[config.mk]
export PLATFORM = sky130hd
export DESIGN_NAME = nand_bringup_seq
export DESIGN_NICKNAME = d
export VERILOG_FILES = /design/src/rtl/nbs_pkg.sv /design/src/rtl/nbs_busy_wait.sv /design/src/rtl/nbs_capture.sv /design/src/rtl/nand_bringup_seq.sv
export SDC_FILE = /design/constraint.sdc
export NUM_CORES = 1
export LEC_CHECK = 0
export BUFFER_PORTS_ARGS = -buffer_cell sky130_fd_sc_hd__buf_2
export CAP_MARGIN = 25
export CORE_MARGIN = 2
export CORE_UTILIZATION = 55
export DETAILED_ROUTE_END_ITERATION = 16
export PLACE_DENSITY = 0.79
export SLEW_MARGIN = 20
export SYNTH_ARGS = -nofsm -noshare
export SYNTH_HDL_FRONTEND = slang
export SYNTH_SLANG_ARGS = --single-unit
[constraint.sdc]
create_clock -name clk -period 6 [get_ports clk]
set_clock_uncertainty 0.15 [all_clocks]
set_input_delay 1.8 -clock clk [delete_from_list [all_inputs] [get_ports clk]]
set_output_delay 1.8 -clock clk [all_outputs]
set_load 0.01 [all_outputs]
[src/rtl/nbs_pkg.sv]
package nbs_pkg;
  typedef enum logic [4:0] {
    S_STRAP, S_WAITRDY, S_ID_CMD, S_ID_ADR, S_ID_RD, S_ID_CHK,
    S_PP_CMD, S_PP_ADR, S_PP_BSY, S_PP_RD,
    S_LG_RST, S_LG_BSY, S_LG_CMD, S_LG_ADR, S_LG_RD,
    S_WR_RST, S_WR_BSY, S_PL_CMD, S_PL_ADR, S_PL_CMD2, S_PL_BSY,
    S_FR_RST, S_FR_BSY, S_DONE, S_ERR
  } seq_state_t;

  typedef enum logic [1:0] {CAP_NONE, CAP_SIG, CAP_PARAM, CAP_LEGACY} cap_src_t;

  localparam logic [7:0] OPC_RESET   = 8'hFF;
  localparam logic [7:0] OPC_READID  = 8'h90;
  localparam logic [7:0] OPC_PARAM   = 8'hEC;
  localparam logic [7:0] OPC_READ1   = 8'h00;
  localparam logic [7:0] OPC_READ2   = 8'h30;
  localparam logic [7:0] ADR_ONFI_ID = 8'h20;
endpackage

[src/rtl/nbs_busy_wait.sv]
module nbs_busy_wait #(
  parameter int TW = 16
) (
  input  logic          clk,
  input  logic          rst_n,
  input  logic          en,
  input  logic          skip_low,
  input  logic          dev_ready,
  input  logic [TW-1:0] limit,
  output logic          done,
  output logic          tmo
);
  typedef enum logic [1:0] {BW_IDLE, BW_LOW, BW_HIGH} bw_phase_t;
  bw_phase_t     phase;
  logic [TW-1:0] cnt;

  assign done = (phase == BW_HIGH) && dev_ready;
  assign tmo  = (phase != BW_IDLE) && !done && (cnt >= limit);

  always_ff @(posedge clk or negedge rst_n) begin
    if (!rst_n) begin
      phase <= BW_IDLE;
      cnt   <= '0;
    end else begin
      case (phase)
        BW_IDLE: if (en) begin
          phase <= skip_low ? BW_HIGH : BW_LOW;
          cnt   <= '0;
        end
        BW_LOW: if (tmo) phase <= BW_IDLE;
          else begin
            cnt <= cnt + 1'b1;
            if (!dev_ready) phase <= BW_HIGH;
          end
        BW_HIGH: if (done || tmo) phase <= BW_IDLE;
          else cnt <= cnt + 1'b1;
        default: phase <= BW_IDLE;
      endcase
    end
  end


  wait_low_chk: assert property (@(posedge clk) disable iff (!rst_n)
    (phase == BW_LOW && dev_ready && !tmo) |=> (phase == BW_LOW));
endmodule

[src/rtl/nbs_capture.sv]
module nbs_capture #(
  parameter int IDXW = 7
) (
  input  logic                  clk,
  input  logic                  rst_n,
  input  nbs_pkg::cap_src_t     src,
  input  logic                  vld,
  input  logic [IDXW-1:0]       idx,
  input  logic [7:0]            data,
  input  logic                  small_page,
  output logic                  sig_ok,
  output logic                  bus16_raw,
  output logic [31:0]           page_bytes,
  output logic [31:0]           ppb,
  output logic [7:0]            maker,
  output logic [7:0]            device
);
  import nbs_pkg::*;

  localparam int WORD_PAGE = 80 / 4;
  localparam int WORD_PPB  = 92 / 4;
  localparam int OFS_FEAT  = 6;
  localparam int OFS_MAKER = 64;

  logic [4:0] lane_sh;
  logic [7:0] sig_exp;
  assign lane_sh = {idx[1:0], 3'b000};

  always_comb begin
    case (idx[1:0])
      2'd0:    sig_exp = 8'h4F;
      2'd1:    sig_exp = 8'h4E;
      2'd2:    sig_exp = 8'h46;
      default: sig_exp = 8'h49;
    endcase
  end

  always_ff @(posedge clk or negedge rst_n) begin
    if (!rst_n) begin
      sig_ok     <= 1'b0;
      bus16_raw  <= 1'b0;
      page_bytes <= '0;
      ppb        <= '0;
      maker      <= '0;
      device     <= '0;
    end else if (vld) begin
      case (src)
        CAP_SIG:
          sig_ok <= (data == sig_exp) && ((idx == '0) || sig_ok);
        CAP_PARAM: begin
          if (idx == IDXW'(OFS_FEAT))  bus16_raw <= data[0];
          if (idx == IDXW'(OFS_MAKER)) maker     <= data;
          if (idx[IDXW-1:2] == (IDXW-2)'(WORD_PAGE)) page_bytes[lane_sh +: 8] <= data;
          if (idx[IDXW-1:2] == (IDXW-2)'(WORD_PPB))  ppb[lane_sh +: 8]        <= data;
        end
        CAP_LEGACY: begin
          if (idx == IDXW'(0)) maker  <= data;
          if (idx == IDXW'(1)) device <= data;
          if (idx == IDXW'(3)) begin
            if (small_page) begin
              page_bytes <= 32'd512;
              ppb        <= 32'd32;
              bus16_raw  <= 1'b0;
            end else begin
              page_bytes <= 32'd1024 << data[1:0];
              ppb        <= (32'd64 << data[5:4]) >> data[1:0];
              bus16_raw  <= data[6];
            end
          end
        end
        default: ;
      endcase
    end
  end
endmodule

[src/rtl/nand_bringup_seq.sv]
module nand_bringup_seq #(
  parameter int PP_LEN = 96,
  parameter int TW     = 16
) (
  input  logic          clk,
  input  logic          rst_n,
  input  logic          strap_noinit,
  input  logic          strap_small_page,
  input  logic          strap_no_preload,
  input  logic          strap_two_row,
  input  logic          dev_ready,
  input  logic [TW-1:0] wait_limit,
  output logic          op_valid,
  input  logic          op_ready,
  output logic          op_is_addr,
  output logic [7:0]    op_byte,
  input  logic          rd_valid,
  output logic          rd_ready,
  input  logic [7:0]    rd_data,
  output logic          is_onfi,
  output logic          bus16,
  output logic [31:0]   page_bytes,
  output logic [31:0]   pages_per_block,
  output logic [7:0]    maker_id,
  output logic [7:0]    device_id,
  output logic          rst_done,
  output logic          wait_timeout
);
  import nbs_pkg::*;

  localparam int IDXW = $clog2(PP_LEN);
  localparam logic [IDXW-1:0] PP_LAST = IDXW'(PP_LEN - 1);
  localparam logic [IDXW-1:0] ID_LAST = IDXW'(3);

  seq_state_t      state;
  logic [IDXW-1:0] cnt;
  logic [3:0]      straps_q;
  logic            bw_en, bw_done, bw_tmo, sig_ok, bus16_raw, rd_fire;
  logic [IDXW-1:0] pl_last;
  cap_src_t        cap_src;

  wire noinit_q = straps_q[3];
  wire small_q  = straps_q[2];
  wire noload_q = straps_q[1];
  wire tworow_q = straps_q[0];

  assign pl_last = tworow_q ? IDXW'(3) : IDXW'(4);
  assign rd_fire = rd_valid && rd_ready;

  always_comb begin
    op_valid   = 1'b1;
    op_is_addr = 1'b0;
    op_byte    = 8'h00;
    case (state)
      S_ID_CMD, S_LG_CMD:             op_byte = OPC_READID;
      S_ID_ADR: begin op_is_addr = 1'b1; op_byte = ADR_ONFI_ID; end
      S_PP_CMD:                       op_byte = OPC_PARAM;
      S_PP_ADR, S_LG_ADR, S_PL_ADR:   op_is_addr = 1'b1;
      S_LG_RST, S_WR_RST, S_FR_RST:   op_byte = OPC_RESET;
      S_PL_CMD:                       op_byte = OPC_READ1;
      S_PL_CMD2:                      op_byte = OPC_READ2;
      default:                        op_valid = 1'b0;
    endcase
  end

  always_comb begin
    rd_ready = 1'b1;
    case (state)
      S_ID_RD: cap_src = CAP_SIG;
      S_PP_RD: cap_src = CAP_PARAM;
      S_LG_RD: cap_src = CAP_LEGACY;
      default: begin cap_src = CAP_NONE; rd_ready = 1'b0; end
    endcase
  end

  assign bw_en = (state == S_WAITRDY) || (state == S_PP_BSY) || (state == S_LG_BSY) ||
                 (state == S_WR_BSY) || (state == S_PL_BSY) || (state == S_FR_BSY);

  nbs_busy_wait #(.TW(TW)) u_wait (
    .clk(clk), .rst_n(rst_n), .en(bw_en), .skip_low(state == S_WAITRDY),
    .dev_ready(dev_ready), .limit(wait_limit), .done(bw_done), .tmo(bw_tmo)
  );

  nbs_capture #(.IDXW(IDXW)) u_cap (
    .clk(clk), .rst_n(rst_n), .src(cap_src), .vld(rd_fire), .idx(cnt),
    .data(rd_data), .small_page(small_q), .sig_ok(sig_ok), .bus16_raw(bus16_raw),
    .page_bytes(page_bytes), .ppb(pages_per_block), .maker(maker_id), .device(device_id)
  );

  always_ff @(posedge clk or negedge rst_n) begin
    if (!rst_n) begin
      state        <= S_STRAP;
      cnt          <= '0;
      straps_q     <= '0;
      is_onfi      <= 1'b0;
      bus16        <= 1'b0;
      rst_done     <= 1'b0;
      wait_timeout <= 1'b0;
    end else begin
      if (bw_en && bw_tmo) begin
        state <= S_ERR;
      end else begin
        case (state)
          S_STRAP: begin
            straps_q <= {strap_noinit, strap_small_page, strap_no_preload, strap_two_row};
            state    <= strap_noinit ? S_FR_RST : S_WAITRDY;
          end
          S_WAITRDY: if (bw_done) state <= small_q ? S_LG_RST : S_ID_CMD;
          S_ID_CMD:  if (op_ready) state <= S_ID_ADR;
          S_ID_ADR:  if (op_ready) begin state <= S_ID_RD; cnt <= '0; end
          S_ID_RD:   if (rd_fire) begin
            cnt <= cnt + 1'b1;
            if (cnt == ID_LAST) state <= S_ID_CHK;
          end
          S_ID_CHK: begin
            is_onfi <= sig_ok;
            state   <= sig_ok ? S_PP_CMD : S_LG_RST;
          end
          S_PP_CMD:  if (op_ready) state <= S_PP_ADR;
          S_PP_ADR:  if (op_ready) state <= S_PP_BSY;
          S_PP_BSY:  if (bw_done) begin state <= S_PP_RD; cnt <= '0; end
          S_PP_RD:   if (rd_fire) begin
            cnt <= cnt + 1'b1;
            if (cnt == PP_LAST) state <= S_WR_RST;
          end
          S_LG_RST:  if (op_ready) state <= S_LG_BSY;
          S_LG_BSY:  if (bw_done) state <= S_LG_CMD;
          S_LG_CMD:  if (op_ready) state <= S_LG_ADR;
          S_LG_ADR:  if (op_ready) begin state <= S_LG_RD; cnt <= '0; end
          S_LG_RD:   if (rd_fire) begin
            cnt <= cnt + 1'b1;
            if (cnt == ID_LAST) state <= S_WR_RST;
          end
          S_WR_RST:  if (op_ready) state <= S_WR_BSY;
          S_WR_BSY:  if (bw_done) begin
            bus16 <= bus16_raw;
            state <= noload_q ? S_FR_RST : S_PL_CMD;
          end
          S_PL_CMD:  if (op_ready) begin state <= S_PL_ADR; cnt <= '0; end
          S_PL_ADR:  if (op_ready) begin
            cnt <= cnt + 1'b1;
            if (cnt == pl_last) state <= S_PL_CMD2;
          end
          S_PL_CMD2: if (op_ready) state <= S_PL_BSY;
          S_PL_BSY:  if (bw_done) state <= S_FR_RST;
          S_FR_RST:  if (op_ready) state <= S_FR_BSY;
          S_FR_BSY:  if (bw_done) begin state <= S_DONE; rst_done <= 1'b1; end
          S_DONE:    state <= S_DONE;
          S_ERR:     wait_timeout <= 1'b1;
          default:   state <= S_ERR;
        endcase
      end
    end
  end


  strap_hold_chk: assert property (@(posedge clk) disable iff (!rst_n)
    (state != S_STRAP) |=> $stable(straps_q));

  op_hold_chk: assert property (@(posedge clk) disable iff (!rst_n)
    (op_valid && !op_ready) |=> (op_valid && $stable(op_byte) && $stable(op_is_addr)));

  done_sticky_chk: assert property (@(posedge clk) disable iff (!rst_n)
    rst_done |=> rst_done);

  tmo_quiet_chk: assert property (@(posedge clk) disable iff (!rst_n)
    wait_timeout |=> (wait_timeout && !rst_done && !op_valid));
endmodule

== Yosys cells after proc, flatten, opt, wreduce, memory -nomap -nowiden ==
Index checks and enable logic that the tools add are counted.
Word-level totals
  register bits after elaboration: 119
  input bits: 33
  output and inout port bits: 95
  word-level logic and storage cells: 219
Operators by class
  $add $sub $neg: 3
  $lt $le $gt $ge: 1
  equal/unequal tests: 81
  shifts and indexed selects: 5
  muxes and demuxes: 70
  bitwise gates (word level): 1
  reductions and logical operators: 43
Operators with widths (number)
  32-bit 2-to-1 mux: 6
  5-bit 2-to-1 mux: 27
  32-bit one-hot mux with 2 select lines: 2
  5-bit one-hot mux with 25 select lines: 1
  32-bit bitwise mux: 2
  3-bit inequality test (second input constant): 21
  5-bit equality test (second input constant): 11
  16-bit 2-to-1 mux: 3
  16-bit one-hot mux with 3 select lines: 1
  5-bit by 4-bit equality test with 1-bit output (second input constant): 8
  8-bit one-hot mux with 5 select lines: 1
  8-bit by 7-bit variable shift with 32-bit output (first input constant): 1
  8-bit by 7-bit variable part select with 32-bit output: 1
  11-bit by 2-bit << shifter with 32-bit output (first input constant): 1
  7-bit by 2-bit << shifter with 32-bit output (first input constant): 1
  32-bit by 2-bit right shift with 32-bit output: 1
  7-bit 2-to-1 mux: 4
  7-bit one-hot mux with 4 select lines: 1
  26-bit AND reduction: 1
  5-bit by 3-bit equality test with 1-bit output (second input constant): 4
  4-bit AND reduction: 5
  16-bit by 1-bit adder with 16-bit output (second input constant): 1
  16-bit greater-or-equal comparator: 1
  8-bit 2-to-1 mux: 2
  40 further kinds: 97

== Logic depth before layout (Yosys ltp) ==
Gate-level depths: netlist (run 1).
  word-level depth: 9
  gate-level depth with buffers: 10
  mapped depth without buffers: 8

== Cells and area by module ==
A second synthesis (run 1) with hierarchy kept.
Second synthesis, totals
  cell total of the unflattened synthesis: 716
  area total of the unflattened synthesis: 7379.6 um^2
By module, submodules not included
  nbs_capture: instances 1, cells each 305, area an instance 3878.7 um^2, seq. area each 2052.0 um^2
  nand_bringup_seq: instances 1, cells each 223, area an instance 1849.3 um^2, seq. area each 475.5 um^2
  nbs_busy_wait: instances 1, cells each 188, area an instance 1651.6 um^2, seq. area each 450.4 um^2

== Least setup slack after synthesis (run 1) ==
Ideal clock, no wire load.
  kind: input to register
  start: input wait_limit[13]
  end: register state[0]
  library setup time: 0.135 ns
  data arrival time: 3.501 ns
  required time: 5.715 ns
  setup slack: 2.213 ns
  stages: 9
  path buffers: 1
  cells stage by stage: inv_1 ha_1 nand4_1 nor2_1 or4b_1 a31oi_1 buf_2 nor3b_2 a211oi_1
Between the ends
  longest elaborated chain between the ends: 5
  elaborated cells between the ends (all ways): 31
  those cells by class: order compare: 1; eq/ne: 26; mux: 1; reduce/logical: 3
Ends and longest elaborated chain
  start: declaration: line nand_bringup_seq.sv:12  | input logic [TW-1:0] wait_limit,
  16-bit greater-or-equal comparator *: line nbs_busy_wait.sv:18  | assign tmo = (phase != BW_IDLE) && !done && (cnt >= limit);
  1-bit logical AND *: line nbs_busy_wait.sv:18
  1-bit logical AND *: line nand_bringup_seq.sv:100  | if (bw_en && bw_tmo) begin
  3-bit inequality test (no line) (tied with other cells)
  26-bit AND reduction (no line)
  end signal: assignment: line nand_bringup_seq.sv:106  | state <= strap_noinit ? S_FR_RST : S_WAITRDY;
  end signal: assignment: line nand_bringup_seq.sv:108  | S_WAITRDY: if (bw_done) state <= small_q ? S_LG_RST : S_ID_CMD;
  end signal: assignment: line nand_bringup_seq.sv:117  | state <= sig_ok ? S_PP_CMD : S_LG_RST;
  end: declaration: line nand_bringup_seq.sv:35  | seq_state_t state;
Mark *: on every way between the ends. The rest lies on a longest branch, timed or not.
A chain may end at the register's enable or synchronous reset.

== Worst setup path in the final report (run 1) ==
  start: register state[1]
  end: output op_byte[2]
Between the ends
  longest elaborated chain between the ends: 3
  elaborated cells between the ends (all ways): 11
  those cells by class: eq/ne: 8; mux: 1; reduce/logical: 2
Ends and longest elaborated chain
  5-bit equality test (tied with other cells): line nand_bringup_seq.sv:54  | case (state)
  3-bit OR reduction or 2-bit OR reduction (tied branches)
  8-bit one-hot mux with 5 select lines *: line nand_bringup_seq.sv:54
  end: declaration: line nand_bringup_seq.sv:16  | output logic [7:0] op_byte,
Marked as above.

==> results of run 1 <==
-- metrics by stage --
step | cell area, µm² | worst slack [ps] | util
2_1_floorplan | 6850 | 2210 | -
3_3_place_gp | 7460 | 1580 | 0.618
3_5_place_dp | 7460 | 1490 | 0.618
4_1_cts | 8110 | 1570 | 0.672
5_1_grt | 8130 | 1410 | 0.674
6_report | 8130 | 1510 | 0.674
-- worst max-delay path, stage by stage, from the launching register on --
cell,delay [ps]
dfrtp_1,1040
nor2_1,340
nand3_1,230
o21ai_0,120
a32o_1,240
buf_2,140
-- worst paths after layout --
check | startpoint | to | slack, ps | cells after the start
hold reg to reg | wait_timeout$_DFFE_PN0N_ | wait_timeout$_DFFE_PN0N_ | 320 | 1
setup / recovery | state[1]$_DFFE_PN0P_ | op_byte[2] | 1510 | 5
hold / removal | wait_timeout$_DFFE_PN0N_ | wait_timeout$_DFFE_PN0N_ | 320 | 1
max in group asynchronous | rst_n | u_cap.ppb[8]$_DFFE_PN0P_ | 3420 | 2
min in group asynchronous | rst_n | u_wait.cnt[14]$_DFFE_PN0P_ | 1260 | 1
setup reg to reg | state[1]$_DFFE_PN0P_ | u_wait.cnt[3]$_DFFE_PN0P_ | 2510 | 6
-- registers in the layout, indices dropped and copies added (netlist names), 2 cells and up --
name,flops
cnt,7
state,5
straps_q,3
u_cap.device,8
u_cap.maker,8
u_cap.page_bytes,32
u_cap.ppb,32
u_wait.cnt,16
u_wait.phase,2
-- logic make-up after synthesis --
group / after synthesis / synth area share
compound gates: 215 / 0.211
xor+xnor: 10 / 0.0128
fa+ha+maj: 26 / 0.0475
buf+inv: 82 / 0.0545
flops: 119 / 0.435
mux: 19 / 0.0311
simple gates: 279 / 0.208
-- cell type report --
| class | instances | area (µm²) |
|---|---|---|
| clock buffer | 22 | 484 |
| clock inverter | 10 | 165 |
| fill | 941 | 3940 |
| inverter | 29 | 109 |
| multi-input combinational | 549 | 3510 |
| sequential | 119 | 2980 |
| tap | 168 | 210 |
| timing repair buffer | 131 | 672 |
-- placed cells by master, fill, tap and decap left out, types with 17 or more instances in the layout --
| master | netlist | layout |
|---|---|---|
| nand2_1 | 141 | 141 |
| buf_2 | 16 | 126 |
| dfrtp_1 | 119 | 119 |
| o21ai_0 | 56 | 56 |
| o21ai_1 | 47 | 47 |
| inv_1 | 29 | 29 |
| ha_1 | 26 | 26 |
| nor2_1 | 24 | 24 |
| nand3_1 | 19 | 19 |
| mux2_2 | 18 | 18 |
| clkbuf_16 | 0 | 17 |
-- report_power, final --
part / internal (µW) / switching, µW
combinational: 513 / 718
sequential: 970 / 266
clock: 741 / 360
-- per-layer routing --
layer  share of wire  track usage  vias up
li1                -            -     2881
met1            0.42        0.352     2905
met2            0.48        0.430      259
met3           0.075       0.0727       39
met4           0.029        0.101        0
met5               0            0        -
==> out/qor.yml, run 1 <==
setup-violations-final: 0
synth_area_per_cell_um2: 9.13
dieArea_um2: 13400
final_max_slew_viol_count: 0
ios: 128
end_kind: "primary output"
cellLeakagePower_uw: 0.00386
tightest_slew_ps: 1060
grt_max_degree: 81
area_growth_pct: 18.7
diodes: 0
cts_num_sinks: 119
final_nets: 906
setup_tns_ps: 0
power_uw: 3570
postRouteAntennaNets: 0
finalCritPeriodShare: 0.749
rsz0062_at_grt: "no"
netlist.area_leader.share: 0.435
cts_setup_buffers: 0
whs_ps: 318
fmax_mhz: 223
htreeDepth: 4
stdcell_count: 1028
grt_remaining_overflow: 0
p_per_area_nw_per_um2: 439
core_area_um2: 12100
start_kind: "register"
routed_via_density: 5.92
run_status: "finished clean"
synth_top_cell_by_area: "dfrtp_1"
finalHoldViolations: 0
cp_max_fo: 32
ys_async_sr_fraction: 1.00
path_class: "reg -> out"
rows: 40
cts_hold_buf: 0
synth_area_leaders: "dfrtp_1 (43%), nand2_1 (7.7%), ha_1 (4.8%), o21ai_0 (4.1%), o21ai_1 (3.4%)"
synth_nets: 809
slew-limit-headroom: 0.291
peakVddDrop_mv: 0.269
initial_utilization: 0.568
numPlacedInstances: 995
vias: 6084
dr.pass1.iters: 7
drive_above_1_share: 0.260
synth_flop_cell: "dfrtp_1"
die_w_um: 116
hpwl_mm: 12.2
insertion_delay_ps: 420
antenna_found_initial: 0
cts.path.max_buffers: 2
critPathArrivalTime_ps: 2540
cts_tree: "done"
cap_violations: 0
detail_route.wl_per_cell_um: 17.1
io_buffers: 127
synthTopCellsByCount: "nand2_1 (141), dfrtp_1 (119), o21ai_0 (56), o21ai_1 (47), inv_1 (29)"
required_ps: 4050
ys_seq_area_frac: 0.435
grt_pass1_wl_mm: 28.3
finalWirelength_mm: 17.6
synth_seq_cells: 119
cts_root_buf: "clkbuf_16"
drt-initial-drc-count: 510
cts_buffers: 17
synth_most_common_cell: "nand2_1"
syn-cell-area_um2: 6850
cts_resized: 0
synth_edf_count: 0
yosys_warnings: 0
min_path_type: "reg -> reg"
gp_congestion: 0.884
drc: 0
period_minus_slack_ps: 4490
die_h_um: 116
syn_inst: 750
grt_pass1_vias: 5837
grt_util_all_layers: 0.269
ys_types: 74
clk_pin_slew_ps: 50
Power figures use the tool's default switching activity.
==> run 2: changes to the inputs <==
CORE_UTILIZATION = 51   (was 55)
PLACE_DENSITY = 0.77   (was 0.79)
clock period = 3.72 ns   (was 6 ns; I/O delays follow)
==> run 2 against run 1 <==
Compared with the run above: register-to-register slack worse by 1800 ps; sequential cell count did not move; hold slack better by 1.0 ps; wire length decreased by 0.89%; sequential share of layout area shrank 0.42 points; core utilization decreased by 5.1 points; largest cell class unchanged; highest routed layer unchanged.
==> out/qor.yml, run 2 (synthesized netlist as in run 1, its figures left out) <==
cts.path.max_buffers: 2  # unchanged
p_sw_uw: 2190  # +63%
numPlacedInstances: 1016  # +2.1%
seqPwrFrac: 0.327  # -0.019
hpwl_mm: 12.2  # -0.52%
dieArea_um2: 14400  # +7.6%
grt_pass1_vias: 5595  # -4.1%
tightest_slew_ps: 922  # -142 ps
setup_tns_ps: 0  # unchanged
final_max_slew_viol_count: 0  # unchanged
cts_hold_buf: 0  # unchanged
stdcell_count: 1047  # +1.8%
p_sw_frac: 0.375  # -0.00136
final_util: 0.623  # -0.0505
die_h_um: 120  # +3.7%
reg_top3: "u_cap.page_bytes (32), u_cap.ppb (32), u_wait.cnt (16)"
area_growth_pct: 20.0
power_uw: 5830  # +63%
finalCritPeriodShare: 0.925
min_path_type: "reg -> reg"
clk_pin_slew_ps: 50  # about the same
detail_route.wl_per_cell_um: 16.6  # -2.7%
core_area_um2: 13200  # +9.4%
cts_setup_buffers: 0  # unchanged
ios: 128  # unchanged
die_w_um: 120  # +3.7%
fmax_mhz: 290
antenna_found_initial: 0  # unchanged
final_nets: 918  # +1.3%
cellLeakagePower_uw: 0.00391  # +1.1%
rsz0062_at_grt: "no"
grt_remaining_overflow: 0  # unchanged
initial_utilization: 0.519  # -0.0486
cap_violations: 0  # unchanged
end_kind: "primary output"
routed_via_density: 5.73  # -3.2%
finalWirelength_mm: 17.4  # -0.89%
crit_path_max_incr_delay_ps: 600  # -440 ps
fin_ws_ps: 277  # -1230 ps
mostFrequentLayoutCells: "nand2_1 (141), buf_2 (126), dfrtp_1 (119)"
grt_max_degree: 63  # -22%
cts_root_buf: "clkbuf_16"
htreeDepth: 4  # unchanged
drt-initial-drc-count: 438  # -14%
drc: 0  # unchanged
grt_pass1_wl_mm: 28.9  # +2.2%
cp_max_fo: 18  # -44%
place_ws_ps: 256  # -1230 ps
final_common_cell: "nand2_1"
p_per_area_nw_per_um2: 710  # +62%
vias: 5999  # -1.4%
drive_above_1_share: 0.269  # +0.00819
rows: 42  # +5.0%
crit_chain: "nor2_1 > nand3_1 > o21ai_0 > a32o_1 > buf_2"
p_int_uw: 3640  # +64%
period_minus_slack_ps: 3440
grt_util_all_layers: 0.253  # -0.0156
required_ps: 2450  # -1600 ps
dr.pass1.iters: 5  # -2
start_kind: "register"
finalHoldViolations: 0  # unchanged
path_class: "reg -> out"
cts_resized: 0  # unchanged
io_buffers: 127  # unchanged
cts_num_sinks: 119  # unchanged
critPathArrivalTime_ps: 2180  # -360 ps
postRouteAntennaNets: 0  # unchanged
run_status: "finished clean"
insertion_delay_ps: 410  # about the same
cts_tree: "done"
slew-limit-headroom: 0.380  # +0.0897
diodes: 0  # unchanged
setup-violations-final: 0  # unchanged
cts_buffers: 17  # unchanged
power_frac_clock: 0.303  # -0.006
critPathSlowestCell: "dfrtp_1"
peakVddDrop_mv: 0.361  # +34%
combPwrFrac: 0.370  # +0.025
gp_congestion: 0.831  # -6.0%
## run 2: cell count changes in the layout (fill, tap and decap cells not counted)
cell | previous run | this run
clkinvlp_4 | 0 | 3
nor3_2 | 2 | 1
clkbuf_8 | 4 | 3
buf_4 | 3 | 16
inv_6 | 2 | 1
buf_6 | 1 | 0
clkinv_2 | 2 | 0
buf_12 | 0 | 1
nor3_1 | 9 | 10
clkbuf_4 | 1 | 0
## run 2: per-stage QoR
step | instance area (µm²) | hold WS (ps)
after floorplan | 6850 | 330
after global placement | 7580 | 306
after detailed placement | 7580 | 300
after CTS | 8220 | 322
after global routing | 8220 | 341
final | 8220 | 319
## run 2: worst paths after layout
kind | end | slack, ps | startpoint | cells after the start
max | op_byte[6] | 280 | state[1]$_DFFE_PN0P_ | 5
min | wait_timeout$_DFFE_PN0N_ | 320 | wait_timeout$_DFFE_PN0N_ | 1
max reg2reg | u_wait.cnt[14]$_DFFE_PN0P_ | 690 | state[1]$_DFFE_PN0P_ | 8
min reg2reg | wait_timeout$_DFFE_PN0N_ | 320 | wait_timeout$_DFFE_PN0N_ | 1
max in group asynchronous | u_wait.cnt[1]$_DFFE_PN0P_ | 2120 | rst_n | 2
min in group asynchronous | state[3]$_DFFE_PN0P_ | 570 | rst_n | 1
## run 2: layer usage
metal,GRT usage,wire [µm],up-vias
met5,0,0,-
met4,0.0934,293,0
met3,0.0452,884,26
met2,0.396,8260,174
met1,0.355,7970,2897
li1,-,-,2902
## run 2: final cells by class
cell class	count	area, µm²
Clock buffer	21	470
Sequential cell	119	2980
Timing Repair Buffer	143	771
Clock inverter	10	169
Multi-Input combinational cell	549	3500
Tap cell	176	220
Fill cell	1106	4970
Inverter	29	109
## run 2: power by group through the flow
stage                     registers (µW)  logic (µW)  clock network (µW)
after global placement              1900        2090                   0
after floorplan                     1830        1590                   0
after detailed placement            1910        2130                   0
final                               1910        2160                1770
after CTS                           1900        2160                1790
after global routing                1950        2420                1840
## run 2: critical path: cells and delay by family (launching register included)
kind            cells  cell delay, ps
compound gates      2             340
buf+inv             1             140
flops               1             600
simple gates        2             680
